--- src/rtl/lpi_pkg.sv ---
package lpi_pkg;

    typedef enum logic [2:0] {
        ST_ACTIVE  = 3'd0,
        ST_SLEEP   = 3'd1,
        ST_QUIET   = 3'd2,
        ST_REFRESH = 3'd3,
        ST_WAKE    = 3'd4
    } lpi_st_e;

    typedef enum logic [1:0] {
        CG_IDLE  = 2'd0,
        CG_SLEEP = 2'd1,
        CG_QUIET = 2'd2
    } lpi_cg_e;

    // Timed phases, one timer each
    localparam int NPH        = 4;
    localparam int PH_SLEEP   = 0;
    localparam int PH_QUIET   = 1;
    localparam int PH_REFRESH = 2;
    localparam int PH_WAKE    = 3;

    typedef struct packed {
        lpi_st_e st;
    } seq_s;

    function automatic logic [NPH-1:0] phase_vec(input lpi_st_e s);
        logic [NPH-1:0] v;
        v = '0;
        case (s)
            ST_SLEEP:   v[PH_SLEEP]   = 1'b1;
            ST_QUIET:   v[PH_QUIET]   = 1'b1;
            ST_REFRESH: v[PH_REFRESH] = 1'b1;
            ST_WAKE:    v[PH_WAKE]    = 1'b1;
            default:    v = '0;
        endcase
        return v;
    endfunction

endpackage

--- src/rtl/lpi_phase_timer.sv ---
module lpi_phase_timer #(
    parameter int CNT_W = 8
) (
    input  logic             clk,
    input  logic             rst_n,
    input  logic             load,
    input  logic [CNT_W-1:0] load_val,
    output logic             done
);

    logic [CNT_W-1:0] cnt_d, cnt_q;

    always_comb begin
        cnt_d = cnt_q;
        if (load) begin
            cnt_d = load_val;
        end else if (cnt_q != '0) begin
            cnt_d = cnt_q - 1'b1;
        end
    end

    always_ff @(posedge clk or negedge rst_n) begin
        if (!rst_n) begin
            cnt_q <= '0;
        end else begin
            cnt_q <= cnt_d;
        end
    end

    assign done = (cnt_q == '0);

endmodule

--- src/rtl/lpi_cg_decode.sv ---
module lpi_cg_decode
    import lpi_pkg::*;
(
    input  lpi_st_e st,
    output lpi_cg_e sel,
    output logic    tx_en,
    output logic    ready
);

    always_comb begin
        sel   = CG_IDLE;
        tx_en = 1'b1;
        ready = 1'b0;
        unique case (st)
            ST_ACTIVE:  ready = 1'b1;
            ST_SLEEP:   sel = CG_SLEEP;
            ST_QUIET: begin
                sel   = CG_QUIET;
                tx_en = 1'b0;
            end
            ST_REFRESH: sel = CG_SLEEP;
            ST_WAKE:    sel = CG_IDLE;
            default: begin
                sel   = CG_IDLE;
                ready = 1'b1;
            end
        endcase
    end

endmodule

--- src/rtl/lpi_tx_sequencer.sv ---
module lpi_tx_sequencer
    import lpi_pkg::*;
#(
    parameter int unsigned CLK_KHZ = 25000,
    parameter int unsigned TS_CYC  = 5000,
    parameter int unsigned TQ_CYC  = 500000,
    parameter int unsigned TR_CYC  = 5000,
    parameter int unsigned TW_CYC  = 625
) (
    input  logic       clk,
    input  logic       rst_n,
    input  logic       lpi_req,
    input  logic       frame_pend,
    output logic [1:0] cg_sel,
    output logic       tx_en,
    output logic       tx_ready
);

    // Legal windows in cycles (microsecond bounds scaled by clock rate)
    localparam int unsigned TS_MIN = (200 * CLK_KHZ + 999) / 1000;
    localparam int unsigned TS_MAX = (220 * CLK_KHZ) / 1000;
    localparam int unsigned TQ_MIN = (20000 * CLK_KHZ + 999) / 1000;
    localparam int unsigned TQ_MAX = (22000 * CLK_KHZ) / 1000;
    localparam int unsigned TR_MIN = TS_MIN;
    localparam int unsigned TR_MAX = TS_MAX;
    localparam int unsigned TW_MIN = (25 * CLK_KHZ + 999) / 1000;

    localparam int unsigned M01     = (TS_CYC > TQ_CYC) ? TS_CYC : TQ_CYC;
    localparam int unsigned M23     = (TR_CYC > TW_CYC) ? TR_CYC : TW_CYC;
    localparam int unsigned LEN_MAX = (M01 > M23) ? M01 : M23;
    localparam int          CNT_W   = (LEN_MAX > 2) ? $clog2(LEN_MAX) : 1;

    localparam int unsigned PH_LEN [NPH] = '{TS_CYC, TQ_CYC, TR_CYC, TW_CYC};

    if (TS_CYC < TS_MIN || TS_CYC > TS_MAX || TS_CYC == 0) begin : g_bad_ts
        $error("sleep length outside its legal window");
    end
    if (TQ_CYC < TQ_MIN || TQ_CYC > TQ_MAX || TQ_CYC == 0) begin : g_bad_tq
        $error("silent length outside its legal window");
    end
    if (TR_CYC < TR_MIN || TR_CYC > TR_MAX || TR_CYC == 0) begin : g_bad_tr
        $error("refresh length outside its legal window");
    end
    if (TW_CYC < TW_MIN || TW_CYC == 0) begin : g_bad_tw
        $error("wake length below its minimum");
    end

    seq_s           seq_d, seq_q;
    logic [NPH-1:0] ph_done;
    logic [NPH-1:0] ph_cur, ph_nxt, ph_load;
    logic           leave_lpi;

    assign leave_lpi = frame_pend || !lpi_req;

    always_comb begin
        seq_d = seq_q;
        unique case (seq_q.st)
            ST_ACTIVE: begin
                if (lpi_req && !frame_pend) seq_d.st = ST_SLEEP;
            end
            ST_SLEEP: begin
                // sleep always completes; the exit decision is taken at its end
                if (ph_done[PH_SLEEP]) seq_d.st = leave_lpi ? ST_WAKE : ST_QUIET;
            end
            ST_QUIET: begin
                if (leave_lpi)               seq_d.st = ST_WAKE;
                else if (ph_done[PH_QUIET])  seq_d.st = ST_REFRESH;
            end
            ST_REFRESH: begin
                if (leave_lpi)                 seq_d.st = ST_WAKE;
                else if (ph_done[PH_REFRESH])  seq_d.st = ST_QUIET;
            end
            ST_WAKE: begin
                if (ph_done[PH_WAKE]) seq_d.st = ST_ACTIVE;
            end
            default: seq_d.st = ST_ACTIVE;
        endcase
    end

    always_ff @(posedge clk or negedge rst_n) begin
        if (!rst_n) begin
            seq_q.st <= ST_ACTIVE;
        end else begin
            seq_q <= seq_d;
        end
    end

    // A phase timer is loaded on the edge that enters its phase
    assign ph_cur  = phase_vec(seq_q.st);
    assign ph_nxt  = phase_vec(seq_d.st);
    assign ph_load = ph_nxt & ~ph_cur;

    for (genvar i = 0; i < NPH; i++) begin : g_tmr
        lpi_phase_timer #(
            .CNT_W (CNT_W)
        ) u_tmr (
            .clk      (clk),
            .rst_n    (rst_n),
            .load     (ph_load[i]),
            .load_val (CNT_W'(PH_LEN[i] - 1)),
            .done     (ph_done[i])
        );
    end

    lpi_cg_e sel_w;

    lpi_cg_decode u_dec (
        .st    (seq_q.st),
        .sel   (sel_w),
        .tx_en (tx_en),
        .ready (tx_ready)
    );

    assign cg_sel = sel_w;

endmodule

--- config.mk ---
export PLATFORM = sky130hd
export DESIGN_NAME = lpi_tx_sequencer
export DESIGN_NICKNAME = d
export VERILOG_FILES = /design/src/rtl/lpi_pkg.sv /design/src/rtl/lpi_phase_timer.sv /design/src/rtl/lpi_cg_decode.sv /design/src/rtl/lpi_tx_sequencer.sv
export SDC_FILE = /design/constraint.sdc
export NUM_CORES = 1
export LEC_CHECK = 0
export ABC_AREA = 1
export BUFFER_PORTS_ARGS = -buffer_cell sky130_fd_sc_hd__buf_2
export CORE_MARGIN = 8
export CORE_UTILIZATION = 45
export CTS_CLUSTER_DIAMETER = 60
export CTS_CLUSTER_SIZE = 40
export DETAILED_ROUTE_END_ITERATION = 8
export GPL_TIMING_DRIVEN = 0
export HOLD_SLACK_MARGIN = 0.1
export SLEW_MARGIN = 10
export SYNTH_ARGS = -nofsm -noshare
export SYNTH_HDL_FRONTEND = slang
export SYNTH_SLANG_ARGS = --single-unit
--- constraint.sdc ---
create_clock -name clk -period 1.7 [get_ports clk]
set_input_delay 0 -clock clk [delete_from_list [all_inputs] [get_ports clk]]
set_output_delay 0 -clock clk [all_outputs]
set_load 0.005 [all_outputs]
# ---- Word-level counts from Yosys, hierarchy flattened
# Cells that the tools add are included.
dict set report totals {
  reg_bits 79
  elab_cells 66
  out_inout_bits 4
}
dict set report classes {
  n_eq_ne 8
  n_reduce_logical 19
  bitwise 2
  add_sub_neg 4
  n_mux 28
}
# op n
set ops {}
lappend ops {{two-way mux 19 bit} 8}
lappend ops {{zero test 19 bit} 4}
lappend ops {{nonzero test 19 bit} 4}
lappend ops {{subtractor 19 x 1 -> 19 bit (second input constant)} 4}
lappend ops {{two-way mux 3 bit} 8}
lappend ops {{case mux 3 bit (5 select lines)} 1}
lappend ops {{equality test 3 x 2 -> 1 bit (second input constant)} 4}
lappend ops {{two-way mux 1 bit} 10}
lappend ops {{nonzero test 2 bit} 4}
lappend ops {{equality test 3 x 1 -> 1 bit (second input constant)} 2}
lappend ops {{equality test 3 bit (second input constant)} 2}
lappend ops {{bitwise AND 4 bit} 1}
lappend ops {{NOT 4 bit} 1}
lappend ops {{case mux 2 bit (2 select lines)} 1}
lappend ops {{OR reduction 4 bit} 1}
lappend ops {{zero test 3 bit} 1}
lappend ops {{zero test 1 bit} 2}
lappend ops {{OR reduction 2 bit} 1}
lappend ops {{logical AND 1 bit} 1}
lappend ops {{logical OR 1 bit} 1}

# ---- Longest topological paths before layout
dict set report depth {
  depth_word 9
  ltp_mapped 13
}

# ---- Hierarchy
# From an unflattened synthesis, not the netlist that was laid out.
dict set report unflattened {
  hier_cells 823
  area_unflattened_um2 5511.5
}
# module n_inst seq_area_each_um2 area_per_inst_um2 cells_each
set modules_own_cells {}
lappend modules_own_cells {lpi_phase_timer 4 475.5 1300.0 192}
lappend modules_own_cells {lpi_tx_sequencer 1 75.1 262.8 44}
lappend modules_own_cells {lpi_cg_decode 1 0.0 48.8 11}

# ---- Worst setup path after synthesis
# Ideal clock, no wire load.
dict set report synth_path {
  kind {flip-flop to flip-flop}
  start {register g_tmr[2].u_tmr.cnt_q[0]}
  end {register g_tmr[1].u_tmr.cnt_q[17]}
  slack_ns -0.080
  setup_ns 0.074
  n_path_buf 1
  arrival_ns 1.706
  required_ns 1.626
  path_stages_with_launch 14
  synth_period_minus_slack_ns 1.780
  path_cell_list {dfrtp_1 -> inv_1 -> ha_1 -> clkinv_1 -> nor2_8 -> nand2_4 -> nor2_4 -> nand2_1 -> nand2_1 -> nand2_1 -> nand2_2 -> nand3_4 -> buf_6 -> o21ai_2}
}
dict set report synth_via {
  elab_chain_len 8
}
# item line_no
set synth_rtl {}
lappend synth_rtl {{from (decl)} lpi_phase_timer.sv:11} ;# logic [CNT_W-1:0] cnt_d, cnt_q;
lappend synth_rtl {{from (signal assigned)} lpi_phase_timer.sv:26} ;# cnt_q <= cnt_d;
lappend synth_rtl {{zero test 19 bit *} lpi_phase_timer.sv:30} ;# assign done = (cnt_q == '0);
lappend synth_rtl {{two-way mux 3 bit *} lpi_tx_sequencer.sv:71} ;# else if (ph_done[PH_REFRESH]) seq_d.st = ST_QUIET;
lappend synth_rtl {{two-way mux 3 bit *} lpi_tx_sequencer.sv:70} ;# if (leave_lpi) seq_d.st = ST_WAKE;
lappend synth_rtl {{case mux 3 bit (5 select lines) *} lpi_tx_sequencer.sv:57} ;# unique case (seq_q.st)
lappend synth_rtl {{equality test 3 x 2 -> 1 bit *} lpi_pkg.sv:31} ;# case (s)
lappend synth_rtl {{two-way mux 1 bit *} lpi_pkg.sv:31}
lappend synth_rtl {{bitwise AND 4 bit *} lpi_tx_sequencer.sv:91} ;# assign ph_load = ph_nxt & ~ph_cur;
lappend synth_rtl {{two-way mux 19 bit or nonzero test 2 bit (tied branches)} -}
lappend synth_rtl {{to (signal assigned)} lpi_phase_timer.sv:26}
lappend synth_rtl {{to (decl)} lpi_phase_timer.sv:11}
# Every way passes the cells marked *; elsewhere a longest branch is shown, timed or not.
# A chain may end at the register's enable or synchronous reset.

# ---- Worst setup path after layout
dict set report layout_path {
  start {register g_tmr[2].u_tmr.cnt_q[0]}
  end {register g_tmr[2].u_tmr.cnt_q[0]}
}
dict set report layout_via {
  elab_chain_len 8
}
# item line_no
set layout_rtl {}
lappend layout_rtl {{zero test 19 bit} lpi_phase_timer.sv:30}
lappend layout_rtl {{two-way mux 3 bit} lpi_tx_sequencer.sv:71}
lappend layout_rtl {{two-way mux 3 bit} lpi_tx_sequencer.sv:70}
lappend layout_rtl {{case mux 3 bit (5 select lines)} lpi_tx_sequencer.sv:57}
lappend layout_rtl {{equality test 3 x 2 -> 1 bit} lpi_pkg.sv:31}
lappend layout_rtl {{two-way mux 1 bit} lpi_pkg.sv:31}
lappend layout_rtl {{bitwise AND 4 bit} lpi_tx_sequencer.sv:91}
lappend layout_rtl {{two-way mux 19 bit or nonzero test 2 bit (tied branches)} -}
# Several ways; a longest one is shown, not always the timed one. The select of a mux whose other input is x is not followed.

==> out/qor.yml <==
placed_design:
  placed_area_mm2: 0.00476
  dp_slack_ns: -0.404
  portBuffers: 7
  dp_hpwl_um: 6250
  gp_congestion: 0.827
clock_tree:
  clk_pin_slew_ns: 0.09
  clk_latency_ns: 0.36
  clockBufferDepth: 2
  cts_max_level: 3
  clkSinkCount: 79
  numCtsBuffers: 9
  root_buffer: "clkbuf_8"
  cts_tree: "yes"
floorplanning:
  fp.coreArea_mm2: 0.00977
  die_h_um: 116
  num_io_pins: 8
  start_util_pct: 46.3
  fp.dieW_um: 116
  row_count: 36
  die-area_mm2: 0.0135
synth:
  ys_seq_elements: 79
  synth_area_leaders: "dfrtp_1, nor2_1, nand2_1"
  ys_types: 39
  syn_area_mm2: 0.00452
  syn_area_per_cell_um2: 7.94
  synth.largest_area_cell: "dfrtp_1"
  yosys.area.top_type_share_pct: 43.7
  ys_seq_area_share_pct: 43.7
  synth_nets: 578
  yosys_warnings: 0
  syn_inst: 570
cells_and_area:
  fill_cells: 856
  nets: 662
  regArea_mm2: 0.00198
  diodes: 0
  fin_area_mm2: 0.00583
  fin_util_pct: 59.6
  drive_gt1_share_pct: 30.2
  syn_to_final_growth_pct: 28.8
  multiInputGateArea_mm2: 0.00243
detailed_routing:
  dr.pass1.iters: 4
  vias_per_cell: 4.94
  drt_iter0_markers: 139
  routed_wl_um: 10300
  ant_nets: 0
  num_vias: 3912
  drc: 0
  wl_per_cell_um: 13.0
global_routing:
  grt-busiest-layer: "met2"
  use_met1_pct: 20.4
  use_met2_pct: 26.9
  first_global_vias: 3878
  grt_usage_pct: 16.4
  antenna_found_initial: 0
  use_met3_pct: 3.77
  gr-total-overflow: 0
  grt_start_max_net_pins: 54
  grt_first_pass_wirelength_um: 17600
outcome:
  status: "finished with violations"
  violations: "setup timing"
power_and_ir_drop:
  leakage_uw: 0.00273
  vdd_ir_drop_max_mv: 0.669
  p_comb_share_pct: 24.1
  p_switching_uw: 1660
  p_seq_share_pct: 45.5
  powerDensity_mw_per_mm2: 894
  pwr-share-clk_pct: 30.4
  p_int_uw: 3550
  p_sw_share_pct: 31.9
sta:
  finalSetupViolCount: 32
  worst_slew_pin_slew_ns: 0.663
  rsz0062_at_grt: "true"
  hold_violations: 0
  fin_crit_ns: 1.79
  slew_violations: 0
  fin_skew_ns: 0.0122
  fmax_mhz: 558
  period_share_pct: 105
  setup_slack_ns: -0.0933
  slew_headroom_pct: 55.4
worst_setup_path:
  cp_max_fo: 6
  cp-end-kind: "register"
  reg2reg_from: "g_tmr[2].u_tmr.cnt_q[0]"
  crit_top_cell: "buf_4"
  r2r_end: "g_tmr[2].u_tmr.cnt_q[0]"
  crit_path_cell_trace: "inv_2 > ha_4 > clkinv_4 > nor2_8 > nand2_4 > nor2_4 > nand2_2 > buf_4 > buf_8 > buf_4 > a21oi_2 > o21ai_2"
  worstPathRequired_ns: 1.96
  start_kind: "register"
  critical_path_class: "register to register"
  cp_slowest_stage_delay_ns: 0.41
  crit_buf_inv: 5
  rrSetupSlack_ns: -0.09
  slowest_stage: "dfrtp_1"
  crit_arrival_ns: 2.05
  critPathTopFamily: "buffers and inverters"
  reg2reg_depth: 12
flow_run:
  drv_cap: 0
hold_path:
  hold_class: "input pin to async pin"
per-layer routing:
metal | routed length [um] | share of wire, %
met1 | 4780 | 46
met2 | 4950 | 48
met3 | 360 | 3.5
met4 | 197 | 1.9
met5 | 0 | 0
power groups by stage:
stage / logic [uW] / registers [uW] / clock network (uW)
after global placement: 872 / 2390 / 0
after CTS: 1180 / 2350 / 1630
final: 1260 / 2370 / 1580
after floorplan: 719 / 2340 / 0
after global routing: 1430 / 2400 / 1720
after detailed placement: 915 / 2390 / 0
sequential cells by signal, indices dropped and copies added (netlist names):
register and flops:
g_tmr.u_tmr.cnt_q 76, seq_q 3
worst register-to-register path, stage by stage, from the launching register on:
cell and delay [ns]:
dfrtp_1 0.41, inv_2 0.10, ha_4 0.16, clkinv_4 0.07, nor2_8 0.10, nand2_4 0.07, nor2_4 0.12, nand2_2 0.07
buf_4 0.14, buf_8 0.13, buf_4 0.13, a21oi_2 0.12, o21ai_2 0.06
cells in the final DEF, fill, tap and decap left out, drive strengths merged:
master / synthesis / routed
a211oi: 1 / 1
clkinv: 1 / 6
o41ai: 1 / 1
nand3: 26 / 27
bufinv: 0 / 2
a21oi: 9 / 9
o21ai: 20 / 20
xnor2: 12 / 12
dlygate4sd3: 0 / 1
o211ai: 5 / 5
buf: 6 / 77
xor2: 32 / 32
clkbuf: 1 / 11
nor3: 27 / 27
dfrtp: 79 / 79
inv: 89 / 88
nand3b: 7 / 7
o21a: 1 / 1
nor2: 109 / 109
ha: 4 / 4
or2: 11 / 11
nor4: 3 / 3
o21bai: 1 / 1
nand4: 22 / 22
nand2: 103 / 103
repair_timing:
| item | in CTS | in global routing |
|---|---|---|
| endpoints found under the hold margin | 79 | 0 |
| pin swaps | 21 | 13 |
| cloned | 3 | 0 |
| hold buffers | 1 | 0 |
| buffers inserted | 40 | 21 |
| setup endpoints to repair | 76 | 66 |
| gates resized for setup | 54 | 40 |
per-stage QoR:
step	cells	hold slack, ns	power [uW]	TNS, ns
2_1_floorplan	570	-0.296	3060	-0.0233
3_3_place_gp	710	0.498	3260	-15.26
3_5_place_dp	711	-0.0510	3300	-16.82
4_1_cts	771	0.111	5160	-0.297
5_1_grt	792	0.138	5560	-9.18
6_report	792	0.105	5210	-1.95
area by class of cell:
| type | count | area share [%] |
|---|---|---|
| Clock inverter | 6 | 1.44 |
| Multi-Input combinational cell | 395 | 41.8 |
| Tap cell | 133 | 2.86 |
| Clock buffer | 10 | 2.36 |
| Sequential cell | 79 | 33.9 |
| Inverter | 90 | 6.14 |
| Timing Repair Buffer | 72 | 10.2 |
| Buffer | 7 | 1.33 |
cell usage after synthesis (all sizes together):
library cell and n:
xnor2 12, or2 11, nor2 109, nand3 26, nor3 27, xor2 32
a211oi 1, o21a 1, inv 89, o21bai 1, a21oi 9, ha 4
nor4 3, dfrtp 79, o211ai 5, buf 6, clkinv 1, nand2 103
o41ai 1, nand4 22, o21ai 20, clkbuf 1, nand3b 7
worst max path at each step:
stage          depth (start not counted)                        to  slack, ns                     start
2_1_floorplan                         10  g_tmr[2].u_tmr.cnt_q[16]     -0.008   g_tmr[1].u_tmr.cnt_q[0]
4_1_cts                               11  g_tmr[1].u_tmr.cnt_q[16]      -0.03  g_tmr[0].u_tmr.cnt_q[11]
3_5_place_dp                          10  g_tmr[3].u_tmr.cnt_q[18]      -0.40   g_tmr[0].u_tmr.cnt_q[0]
6_report                              12   g_tmr[2].u_tmr.cnt_q[0]      -0.09   g_tmr[2].u_tmr.cnt_q[0]
5_1_grt                               14   g_tmr[1].u_tmr.cnt_q[4]      -0.22   g_tmr[2].u_tmr.cnt_q[0]
3_3_place_gp                          10   g_tmr[3].u_tmr.cnt_q[8]      -0.38   g_tmr[0].u_tmr.cnt_q[0]
kinds of logic after synthesis:
group                    count (synthesis)  synth area share [%]
adder cells (fa/ha/maj)                  4                  1.11
XOR/XNOR                                44                  8.52
AO/OA/AOI/OAI                           38                  4.81
buffers and inverters                   97                  8.49
flip-flops                              79                  43.7
AND/OR/NAND/NOR                        308                  33.4
Note: power is estimated with default switching activity, not from simulation.
